<file path="config.mk">
export PLATFORM = sky130hd
export DESIGN_NAME = mdg_tracker
export DESIGN_NICKNAME = d
export VERILOG_FILES = /design/src/rtl/mdg_pkg.sv /design/src/rtl/mdg_flags.sv /design/src/rtl/mdg_cmd_check.sv /design/src/rtl/mdg_tracker.sv
export SDC_FILE = /design/constraint.sdc
export NUM_CORES = 2
export LEC_CHECK = 0
export BUFFER_PORTS_ARGS = -buffer_cell sky130_fd_sc_hd__buf_2
export CAP_MARGIN = 0
export CELL_PAD_IN_SITES_DETAIL_PLACEMENT = 1
export CELL_PAD_IN_SITES_GLOBAL_PLACEMENT = 1
export CORE_AREA = 8 8 508 460
export CTS_CLUSTER_DIAMETER = 200
export CTS_CLUSTER_SIZE = 40
export DETAILED_ROUTE_END_ITERATION = 8
export DIE_AREA = 0 0 516 468
export GPL_ROUTABILITY_DRIVEN = 0
export PLACE_DENSITY_LB_ADDON = 0.15
export SYNTH_ARGS = -nofsm -noshare
export SYNTH_HDL_FRONTEND = slang
export SYNTH_SLANG_ARGS = --single-unit
</file>
<file path="constraint.sdc">
create_clock -name clk -period 6.9 [get_ports clk]
set_clock_uncertainty 0.15 [all_clocks]
set_input_delay 1.38 -clock clk [delete_from_list [all_inputs] [get_ports clk]]
set_output_delay 1.38 -clock clk [all_outputs]
set_load 0.05 [all_outputs]
</file>
<file path="src/rtl/mdg_pkg.sv">
package mdg_pkg;

    typedef enum logic [1:0] {
        OP_ADD_INST = 2'd0,
        OP_ADD_SUCC = 2'd1,
        OP_ISSUE    = 2'd2,
        OP_EXEC     = 2'd3
    } mdg_op_e;

    typedef struct packed {
        logic waiting;
        logic pending;
        logic ready;
        logic executing;
        logic executed;
    } grp_flags_t;

endpackage

</file>
<file path="src/rtl/mdg_flags.sv">
// Derives the readiness and progress flags of one group from its counters.
module mdg_flags #(
    parameter int PRED_W = 5,
    parameter int INST_W = 4
) (
    input  logic [PRED_W-1:0]      npred_i,
    input  logic [PRED_W-1:0]      nexing_i,
    input  logic [PRED_W-1:0]      nexdone_i,
    input  logic [INST_W-1:0]      ninst_i,
    input  logic [INST_W-1:0]      nfly_i,
    input  logic [INST_W-1:0]      ndone_i,
    output mdg_pkg::grp_flags_t    flags_o
);

    logic [PRED_W:0]   settled;
    logic [PRED_W:0]   total;
    logic [INST_W-1:0] remaining;

    assign settled   = {1'b0, nexing_i} + {1'b0, nexdone_i};
    assign total     = {1'b0, npred_i};
    assign remaining = ninst_i - ndone_i;

    always_comb begin
        flags_o.waiting   = total > settled;
        flags_o.pending   = (nexing_i != '0) && (settled == total);
        flags_o.ready     = (nexdone_i == npred_i);
        flags_o.executing = (nfly_i != '0) && (nfly_i == remaining);
        flags_o.executed  = (ninst_i == ndone_i);
    end

endmodule

</file>
<file path="src/rtl/mdg_cmd_check.sv">
// Decides whether the command presented this cycle may be applied.
module mdg_cmd_check #(
    parameter int NUM_GROUPS = 16,
    parameter int IDX_W      = 4,
    parameter int INST_W     = 4
) (
    input  logic                  valid_i,
    input  mdg_pkg::mdg_op_e      op_i,
    input  logic [IDX_W-1:0]      grp_i,
    input  logic [IDX_W-1:0]      succ_i,
    input  logic                  tgt_ready_i,
    input  logic                  tgt_executed_i,
    input  logic [INST_W-1:0]     tgt_ninst_i,
    input  logic [INST_W-1:0]     tgt_nfly_i,
    input  logic [INST_W-1:0]     tgt_ndone_i,
    input  logic [NUM_GROUPS-1:0] tgt_links_i,
    output logic                  accept_o,
    output logic                  reject_o
);

    localparam logic [IDX_W:0]  GRP_LIMIT = (IDX_W+1)'(NUM_GROUPS);
    localparam logic [INST_W-1:0] INST_MAX = '1;

    logic grp_in;
    logic succ_in;
    logic linked;
    logic legal;

    assign grp_in  = {1'b0, grp_i}  < GRP_LIMIT;
    assign succ_in = {1'b0, succ_i} < GRP_LIMIT;
    assign linked  = succ_in ? tgt_links_i[succ_i] : 1'b0;

    always_comb begin
        legal = 1'b0;
        unique case (op_i)
            mdg_pkg::OP_ADD_INST: legal = (tgt_links_i == '0) && (tgt_ninst_i != INST_MAX);
            mdg_pkg::OP_ADD_SUCC: legal = succ_in && (succ_i != grp_i) && !tgt_executed_i && !linked;
            mdg_pkg::OP_ISSUE:    legal = ({1'b0, tgt_nfly_i} + {1'b0, tgt_ndone_i}) < {1'b0, tgt_ninst_i};
            mdg_pkg::OP_EXEC:     legal = tgt_ready_i && (tgt_nfly_i != '0);
            default:              legal = 1'b0;
        endcase
    end

    assign accept_o = valid_i && grp_in && legal;
    assign reject_o = valid_i && !(grp_in && legal);

endmodule

</file>
<file path="src/rtl/mdg_tracker.sv">
// Table of memory dependency groups with successor notification.
module mdg_tracker #(
    parameter int NUM_GROUPS = 16,
    parameter int INST_W     = 4,
    parameter int CYC_W      = 8
) (
    input  logic                  clk,
    input  logic                  rst_n,
    input  logic                  cmd_valid_i,
    input  logic [1:0]            cmd_op_i,
    input  logic [$clog2(NUM_GROUPS)-1:0] cmd_grp_i,
    input  logic [$clog2(NUM_GROUPS)-1:0] cmd_succ_i,
    input  logic                  cmd_data_i,
    input  logic [CYC_W-1:0]      cmd_cycles_i,
    input  logic                  tick_i,
    input  logic [$clog2(NUM_GROUPS)-1:0] crit_sel_i,
    output logic [CYC_W-1:0]      crit_cycles_o,
    output logic [NUM_GROUPS-1:0] waiting_o,
    output logic [NUM_GROUPS-1:0] pending_o,
    output logic [NUM_GROUPS-1:0] ready_o,
    output logic [NUM_GROUPS-1:0] executing_o,
    output logic [NUM_GROUPS-1:0] executed_o,
    output logic                  err_o
);

    localparam int IDX_W  = $clog2(NUM_GROUPS);
    localparam int PRED_W = $clog2(NUM_GROUPS + 1);
    localparam logic [IDX_W:0] GRP_LIMIT = (IDX_W+1)'(NUM_GROUPS);

    typedef struct packed {
        logic [PRED_W-1:0]     npred;
        logic [PRED_W-1:0]     nexing;
        logic [PRED_W-1:0]     nexdone;
        logic [INST_W-1:0]     ninst;
        logic [INST_W-1:0]     nfly;
        logic [INST_W-1:0]     ndone;
        logic [CYC_W-1:0]      crit;
        logic [CYC_W-1:0]      icrit;
        logic [NUM_GROUPS-1:0] osucc;
        logic [NUM_GROUPS-1:0] dsucc;
    } grp_t;

    typedef struct packed {
        grp_t [NUM_GROUPS-1:0] g;
        logic                  err;
    } state_t;

    state_t q, d;

    mdg_pkg::grp_flags_t flags [NUM_GROUPS];
    mdg_pkg::mdg_op_e    op;
    logic [IDX_W-1:0]    grp_idx;
    logic [IDX_W-1:0]    succ_idx;
    logic [IDX_W-1:0]    sel_idx;
    grp_t                tgt;
    mdg_pkg::grp_flags_t tgt_flags;
    logic                accept;
    logic                reject;
    logic                issue_starts;
    logic                exec_finishes;
    logic [CYC_W-1:0]    icrit_next;

    function automatic logic [CYC_W-1:0] f_max(input logic [CYC_W-1:0] a, input logic [CYC_W-1:0] b);
        return (a > b) ? a : b;
    endfunction

    assign op       = mdg_pkg::mdg_op_e'(cmd_op_i);
    assign grp_idx  = ({1'b0, cmd_grp_i}  < GRP_LIMIT) ? cmd_grp_i  : '0;
    assign succ_idx = ({1'b0, cmd_succ_i} < GRP_LIMIT) ? cmd_succ_i : '0;
    assign sel_idx  = ({1'b0, crit_sel_i} < GRP_LIMIT) ? crit_sel_i : '0;
    assign tgt       = q.g[grp_idx];
    assign tgt_flags = flags[grp_idx];

    // Issue completes the in-flight set; completion finishes the group.
    assign issue_starts  = ({1'b0, tgt.nfly} + {1'b0, tgt.ndone} + (INST_W+1)'(1)) == {1'b0, tgt.ninst};
    assign exec_finishes = ({1'b0, tgt.ndone} + (INST_W+1)'(1)) == {1'b0, tgt.ninst};
    assign icrit_next    = f_max(tgt.icrit, cmd_cycles_i);

    generate
        for (genvar gi = 0; gi < NUM_GROUPS; gi++) begin : g_grp
            mdg_flags #(
                .PRED_W (PRED_W),
                .INST_W (INST_W)
            ) u_flags (
                .npred_i   (q.g[gi].npred),
                .nexing_i  (q.g[gi].nexing),
                .nexdone_i (q.g[gi].nexdone),
                .ninst_i   (q.g[gi].ninst),
                .nfly_i    (q.g[gi].nfly),
                .ndone_i   (q.g[gi].ndone),
                .flags_o   (flags[gi])
            );
            assign waiting_o[gi]   = flags[gi].waiting;
            assign pending_o[gi]   = flags[gi].pending;
            assign ready_o[gi]     = flags[gi].ready;
            assign executing_o[gi] = flags[gi].executing;
            assign executed_o[gi]  = flags[gi].executed;
        end
    endgenerate

    mdg_cmd_check #(
        .NUM_GROUPS (NUM_GROUPS),
        .IDX_W      (IDX_W),
        .INST_W     (INST_W)
    ) u_check (
        .valid_i        (cmd_valid_i),
        .op_i           (op),
        .grp_i          (cmd_grp_i),
        .succ_i         (cmd_succ_i),
        .tgt_ready_i    (tgt_flags.ready),
        .tgt_executed_i (tgt_flags.executed),
        .tgt_ninst_i    (tgt.ninst),
        .tgt_nfly_i     (tgt.nfly),
        .tgt_ndone_i    (tgt.ndone),
        .tgt_links_i    (tgt.osucc | tgt.dsucc),
        .accept_o       (accept),
        .reject_o       (reject)
    );

    always_comb begin
        d = q;

        // Countdown of the critical estimate for waiting groups.
        for (int i = 0; i < NUM_GROUPS; i++) begin
            if (tick_i && flags[i].waiting && (q.g[i].crit != '0)) begin
                d.g[i].crit = q.g[i].crit - CYC_W'(1);
            end
        end

        if (reject) begin
            d.err = 1'b1;
        end else if (accept) begin
            unique case (op)
                mdg_pkg::OP_ADD_INST: begin
                    d.g[grp_idx].ninst = tgt.ninst + INST_W'(1);
                end
                mdg_pkg::OP_ADD_SUCC: begin
                    if (cmd_data_i || !tgt_flags.executing) begin
                        d.g[succ_idx].npred = q.g[succ_idx].npred + PRED_W'(1);
                        if (tgt_flags.executing) begin
                            d.g[succ_idx].nexing = q.g[succ_idx].nexing + PRED_W'(1);
                            d.g[succ_idx].crit   = f_max(d.g[succ_idx].crit, tgt.icrit);
                        end
                        if (cmd_data_i) begin
                            d.g[grp_idx].dsucc[succ_idx] = 1'b1;
                        end else begin
                            d.g[grp_idx].osucc[succ_idx] = 1'b1;
                        end
                    end
                end
                mdg_pkg::OP_ISSUE: begin
                    d.g[grp_idx].nfly  = tgt.nfly + INST_W'(1);
                    d.g[grp_idx].icrit = icrit_next;
                    if (issue_starts) begin
                        for (int j = 0; j < NUM_GROUPS; j++) begin
                            if (tgt.osucc[j]) begin
                                d.g[j].nexdone = q.g[j].nexdone + PRED_W'(1);
                            end
                            if (tgt.dsucc[j]) begin
                                d.g[j].nexing = q.g[j].nexing + PRED_W'(1);
                                d.g[j].crit   = f_max(d.g[j].crit, icrit_next);
                            end
                        end
                    end
                end
                mdg_pkg::OP_EXEC: begin
                    d.g[grp_idx].nfly  = tgt.nfly - INST_W'(1);
                    d.g[grp_idx].ndone = tgt.ndone + INST_W'(1);
                    if (exec_finishes) begin
                        for (int j = 0; j < NUM_GROUPS; j++) begin
                            if (tgt.dsucc[j]) begin
                                d.g[j].nexing  = q.g[j].nexing - PRED_W'(1);
                                d.g[j].nexdone = q.g[j].nexdone + PRED_W'(1);
                            end
                        end
                    end
                end
                default: ;
            endcase
        end
    end

    always_ff @(posedge clk or negedge rst_n) begin
        if (!rst_n) begin
            q <= '0;
        end else begin
            q <= d;
        end
    end

    assign crit_cycles_o = q.g[sel_idx].crit;
    assign err_o         = q.err;

endmodule

</file>
Yosys cells after proc, flatten, opt, wreduce, memory -nomap -nowiden. Cells that the tools add are included.

Bits in registers: 1201. Logic and storage cells: 711. Output and inout bits: 89. Input bits: 27.

Reductions and logical operators: 129. $add $sub $neg: 105. Muxes and demuxes: 200. Bitwise logic cells: 3. Equality and inequality tests: 72. $lt $le $gt $ge: 41.

Operator list (count): bitwise mux 1200 bit (10); 2-to-1 mux 1200 bit (7); case mux 1200 bit (4 select lines) (1); demux 75 bit (select 4 bit) (9); 2-to-1 mux 1173 bit (2); binary-select mux 75 bit (select 4 bit) (4); 2-to-1 mux 8 bit (66); 2-to-1 mux 10 bit (48); adder 5 x 1 -> 5 bit, second input constant (35); 2-to-1 mux 5 bit (32); 2-to-1 mux 75 bit (2); greater-than comparator 8 bit (18); 2-to-1 mux 48 bit (3); == test 4 bit (32); nonzero test 8 bit (16); subtractor 8 x 1 -> 8 bit, second input constant (16); 2-to-1 mux 60 bit (2); adder 5 x 5 -> 6 bit (16); == test 6 x 5 -> 1 bit (16); greater-than comparator 5 x 6 -> 1 bit (16); == test 5 bit (16); nonzero test 5 bit (16); subtractor 5 x 1 -> 5 bit, second input constant (16); logical AND 1 bit (72); 36 further kinds (79).

Logic depth before layout (Yosys ltp).
Word-level depth: 23. Mapped depth: 33. Gate-level depth less buffers: 27.

Hierarchy. From an unflattened synthesis, not the netlist that was laid out.

Cell total of the unflattened synthesis: 7811. Area total of the unflattened synthesis: 78456.5 um^2.

By module, submodules not included: mdg_tracker (cells each 6685, sequential area each 30053.8 um^2, area each 69489.1 um^2, instances 1); mdg_flags (g_grp[0].u_flags ...) (cells each 67, sequential area each 0.0 um^2, area each 529.3 um^2, instances 15); mdg_flags (g_grp[1].u_flags) (cells each 65, sequential area each 0.0 um^2, area each 536.8 um^2, instances 1); mdg_cmd_check (cells each 56, sequential area each 0.0 um^2, area each 491.7 um^2, instances 1).

Least setup slack after synthesis. OpenSTA, ideal clock, no wires.

Kind: input to register. From: in cmd_grp_i[1]. To: reg q[647] in the netlist's numbering. Setup time: 145 ps. Buffers on the path: 11. Slack: -1751 ps. Data required time: 6605 ps. Arrival time: 8356 ps. Stages on the path: 32. Cell sequence: buf_6 > buf_6 > buf_6 > buf_4 > buf_6 > buf_6 > buf_4 > buf_2 > buf_2 > mux4_2 > mux4_2 > ha_1 > nor2b_1 > o21a_1 > o21a_1 > o21ai_0 > a31oi_1 > buf_1 > mux2i_1 > clkinv_1 > ha_1 > a21o_1 > a21oi_1 > o21ai_0 > a21o_1 > a211o_1 > o211ai_1 > and3_1 > clkbuf_1 > nor2_1 > o31ai_1 > o221ai_1.

RTL lines: start, declared (RTL line mdg_tracker.sv:11) `input logic [$clog2(NUM_GROUPS)-1:0] cmd_grp_i,`; end signal, assigned (RTL line mdg_tracker.sv:185) `q <= '0;`; end signal, assigned (RTL line mdg_tracker.sv:187) `q <= d;`; end, declared (RTL line mdg_tracker.sv:48) `state_t q, d;`.

==> metrics.md <==
| Metric | Value |
|---|---|
| Normalized max-slew margin | 18.1% |
| Worst skew pair latency | 760 ps |
| Least-Margin Pin Slew | 1220 ps |
| Die Ht | 468 microns |
| CTS tree | yes |
| Area leader, netlist | dfrtp_1 |
| Net switching power | 9.91 mW |
| Dpl ws | -556 ps |
| Vias in the first global route | 71,330 |
| FILL cells | 24,995 |
| Share of cells above drive strength 1 | 21.0% |
| Min-delay worst type | reg2reg |
| CTS root buf | clkbuf_16 |
| Status | completed |
| Hold_ws | 241 ps |
| Critical path data required time | 7370 ps |
| Critical path capture point type | flop |
| Total global routing overflow | 0 |
| Post-synth EDFFs | 0 |
| Top cells by area, synth | dfrtp_1 38%, mux4_2 8.8%, ha_1 7.4% |
| Cts hold-fix bufs | 0 |
| Non-filler cells, final | 11,044 |
| Highest-delay cell along the critical path | a2bb2oi_1 |
| Placed cell count | 10,951 |
| H-tree depth | 2 |
| Detail Route Antenna Nets | 0 |
| Max-cap violations | 0 |
| Critical path arrival | 7220 ps |
| Clock slew at the register clock pins of the worst setup and hold paths | 160 ps |
| DR iter-0 viols | 7,893 |
| LEAKAGE | 42.8 nW |
| Flop pwr share | 38.2% |
| CP bufs+invs | 6 |
| Maximum achievable frequency | 148 MHz |
| Final period util | 97.9% |
| Crit Path Category | reg2reg |
| Syn nets | 7,998 |
| Flops & latches, synth | 1,201 |
| DRC | 0 |
| Nets | 8,526 |
| Worst Slack Setup Final | 146 ps |
| P_int | 12.3 mW |
| Syn-to-layout area delta | 15.2% |
| Gr usage total | 31.4% |
| Pwr Total | 22.2 mW |
| Final core occ | 39.9% |
| Clock sink count | 1,201 |
| Final Hold Vio Count | 0 |
| Num CTS Buffers | 36 |
| Routed length per instance | 35.5 microns |
| Largest net degree at the start of global routing | 179 |
| Initial Util | 34.6% |
| Row count | 166 |
| Post-synth ARST share | 100% |
| Final setup vio count | 0 |
| Antenna violations before repair | 44 |
| Die Wd | 516 microns |
| First-pass GRT wire length | 551,000 microns |
| Clock share of power | 15.5% |
| Vias per inst | 6.38 |
| Cells after Synth | 7,475 |
| Gate power share | 46.2% |
| Post-synth cell types | 112 |
| Mapped cell area | 0.0781 sq mm |
| Slowest stage delay, CP | 430 ps |
| Yosys warning count | 0 |
| Area after DPL | 0.0884 sq mm |
| CTS max path bufs | 3 |
| IO Port Bufs | 115 |
| Worst-case vdd ir drop | 202 uV |
| Ports | 116 |
| Die ar. | 0.241 sq mm |
| Net Sw Frac | 44.6% |
| Startpoint types | flop |
| Critical path's top delay family | compound AO/OA/AOI/OAI gates |
| Core box area | 0.226 sq mm |
| Post-synth top area share | 38.5% |
| Syn Area/Cell | 10.5 sq um |
| Dpl hpwl | 298,000 microns |
| Setup TNS | 0 ps |
| DRT Pass-1 Iters | 6 |
| Min Tclk post-route | 6750 ps |
| Via count | 70,481 |
| Power per cell area | 247 mW/mm^2 |
| Post-Route WL | 392,000 microns |
| Max FO, Critical Path | 7 |
| Final instance area | 0.0900 sq mm |
| Main synth FF type | dfrtp_1 |
| Seq/Total Area, Yosys | 38.5% |
| Final Slew Violations | 0 |
## worst paths after layout
check / end / slack, ps / cells past startpoint / start
hold / removal: flop / 240 / 0 / flop
max in group asynchronous: asynchronous set/reset pin / 4560 / 2 / rst_n
hold reg to reg: flop / 240 / 0 / flop
setup / recovery: q[795] / 150 / 27 / flop
setup reg to reg: q[795] / 150 / 27 / flop
min in group asynchronous: asynchronous set/reset pin / 370 / 1 / rst_n
## cell families after synthesis
| group | Yosys count | share of synthesized area, % |
|---|---|---|
| compound gates | 2026 | 18.7 |
| buf+inv | 804 | 4.45 |
| flops | 1201 | 38.5 |
| xor+xnor | 409 | 4.71 |
| mux | 567 | 12.4 |
| simple gates | 1972 | 13.0 |
| fa+ha+maj | 496 | 8.26 |
## power groups by stage
| stage | Clock [mW] | Sequential [mW] | Combinational [mW] |
|---|---|---|---|
| floorplan | 0 | 8.16 | 5.31 |
| global placement | 0 | 8.57 | 9.56 |
| detailed placement | 0 | 8.58 | 9.73 |
| CTS | 3.54 | 8.45 | 9.81 |
| global route | 3.71 | 8.53 | 10.7 |
| finish | 3.45 | 8.49 | 10.3 |
## placed cells by master, fill, tap and decap left out, types with 79 or more instances in the layout
cell | netlist | layout
buf_2 | 98 | 108
nand4_1 | 117 | 117
o21ai_0 | 273 | 255
mux4_2 | 307 | 307
inv_1 | 351 | 344
nor2_1 | 373 | 359
a21oi_1 | 239 | 226
a22o_1 | 198 | 197
a22oi_1 | 79 | 79
ha_1 | 463 | 452
nand2_1 | 533 | 526
xor2_1 | 184 | 182
a21o_1 | 357 | 356
nor3_1 | 153 | 138
mux2_2 | 98 | 96
dfrtp_1 | 1201 | 1181
mux2i_1 | 108 | 103
o21bai_1 | 199 | 199
nand3_1 | 249 | 241
xnor2_1 | 218 | 214
buf_12 | 1 | 103
buf_4 | 33 | 721
## worst reg2reg max path, delay by kind of cell, from the launching register on
family                   cells  cell delay (ps)
adder cells (fa/ha/maj)      4             1260
buffers and inverters        6             1040
XOR/XNOR                     1              160
flip-flops                   1              420
multiplexers                 2              590
AO/OA/AOI/OAI                8             2140
AND/OR/NAND/NOR              6              860
## timing repair
item                                    CTS  global route
gates cloned                              0             0
resized for setup                        18            76
pin swaps                                 4            13
endpoints found under the setup margin   82           125
setup buffers                             3            35
hold endpoints to repair                  0             0
## Yosys cell counts, types with 67 or more instances
cell and count:
nor2_1 373, mux4_2 307, inv_1 351, nand3_1 249, xor2_1 184, nor4_1 73, a22o_1 198, buf_2 98
mux2_2 98, a22oi_1 79, o221ai_1 71, ha_1 463, nor3_1 153, o21ai_0 273, nand2_1 533, and3_1 67
mux2i_1 108, xnor2_1 218, nand4_1 117, a21o_1 357, dfrtp_1 1201, nor2b_1 76, o21bai_1 199, clkbuf_1 257
a21oi_1 239
## final cells by class
| class | instances | area, sq um | area share [%] |
|---|---|---|---|
| antenna | 12 | 30.0 | 0.0333 |
| multi-input combinational | 5470 | 45700 | 50.7 |
| tap | 3024 | 3780 | 4.20 |
| sequential | 1201 | 30100 | 33.4 |
| inverter | 358 | 1360 | 1.51 |
| clock buffer | 37 | 915 | 1.02 |
| clock inverter | 6 | 111 | 0.124 |
| timing repair buffer | 936 | 8070 | 8.96 |
## metal layers
metal  vias up  track usage [%]  share of wire, %
met5         -                0             0.066
met4        38             16.3               6.6
met3      1002             7.42               9.2
met2      3504             47.2                43
met1     36940             42.2                42
li1      28997                -                 -
Power figures use the tool's default switching activity.
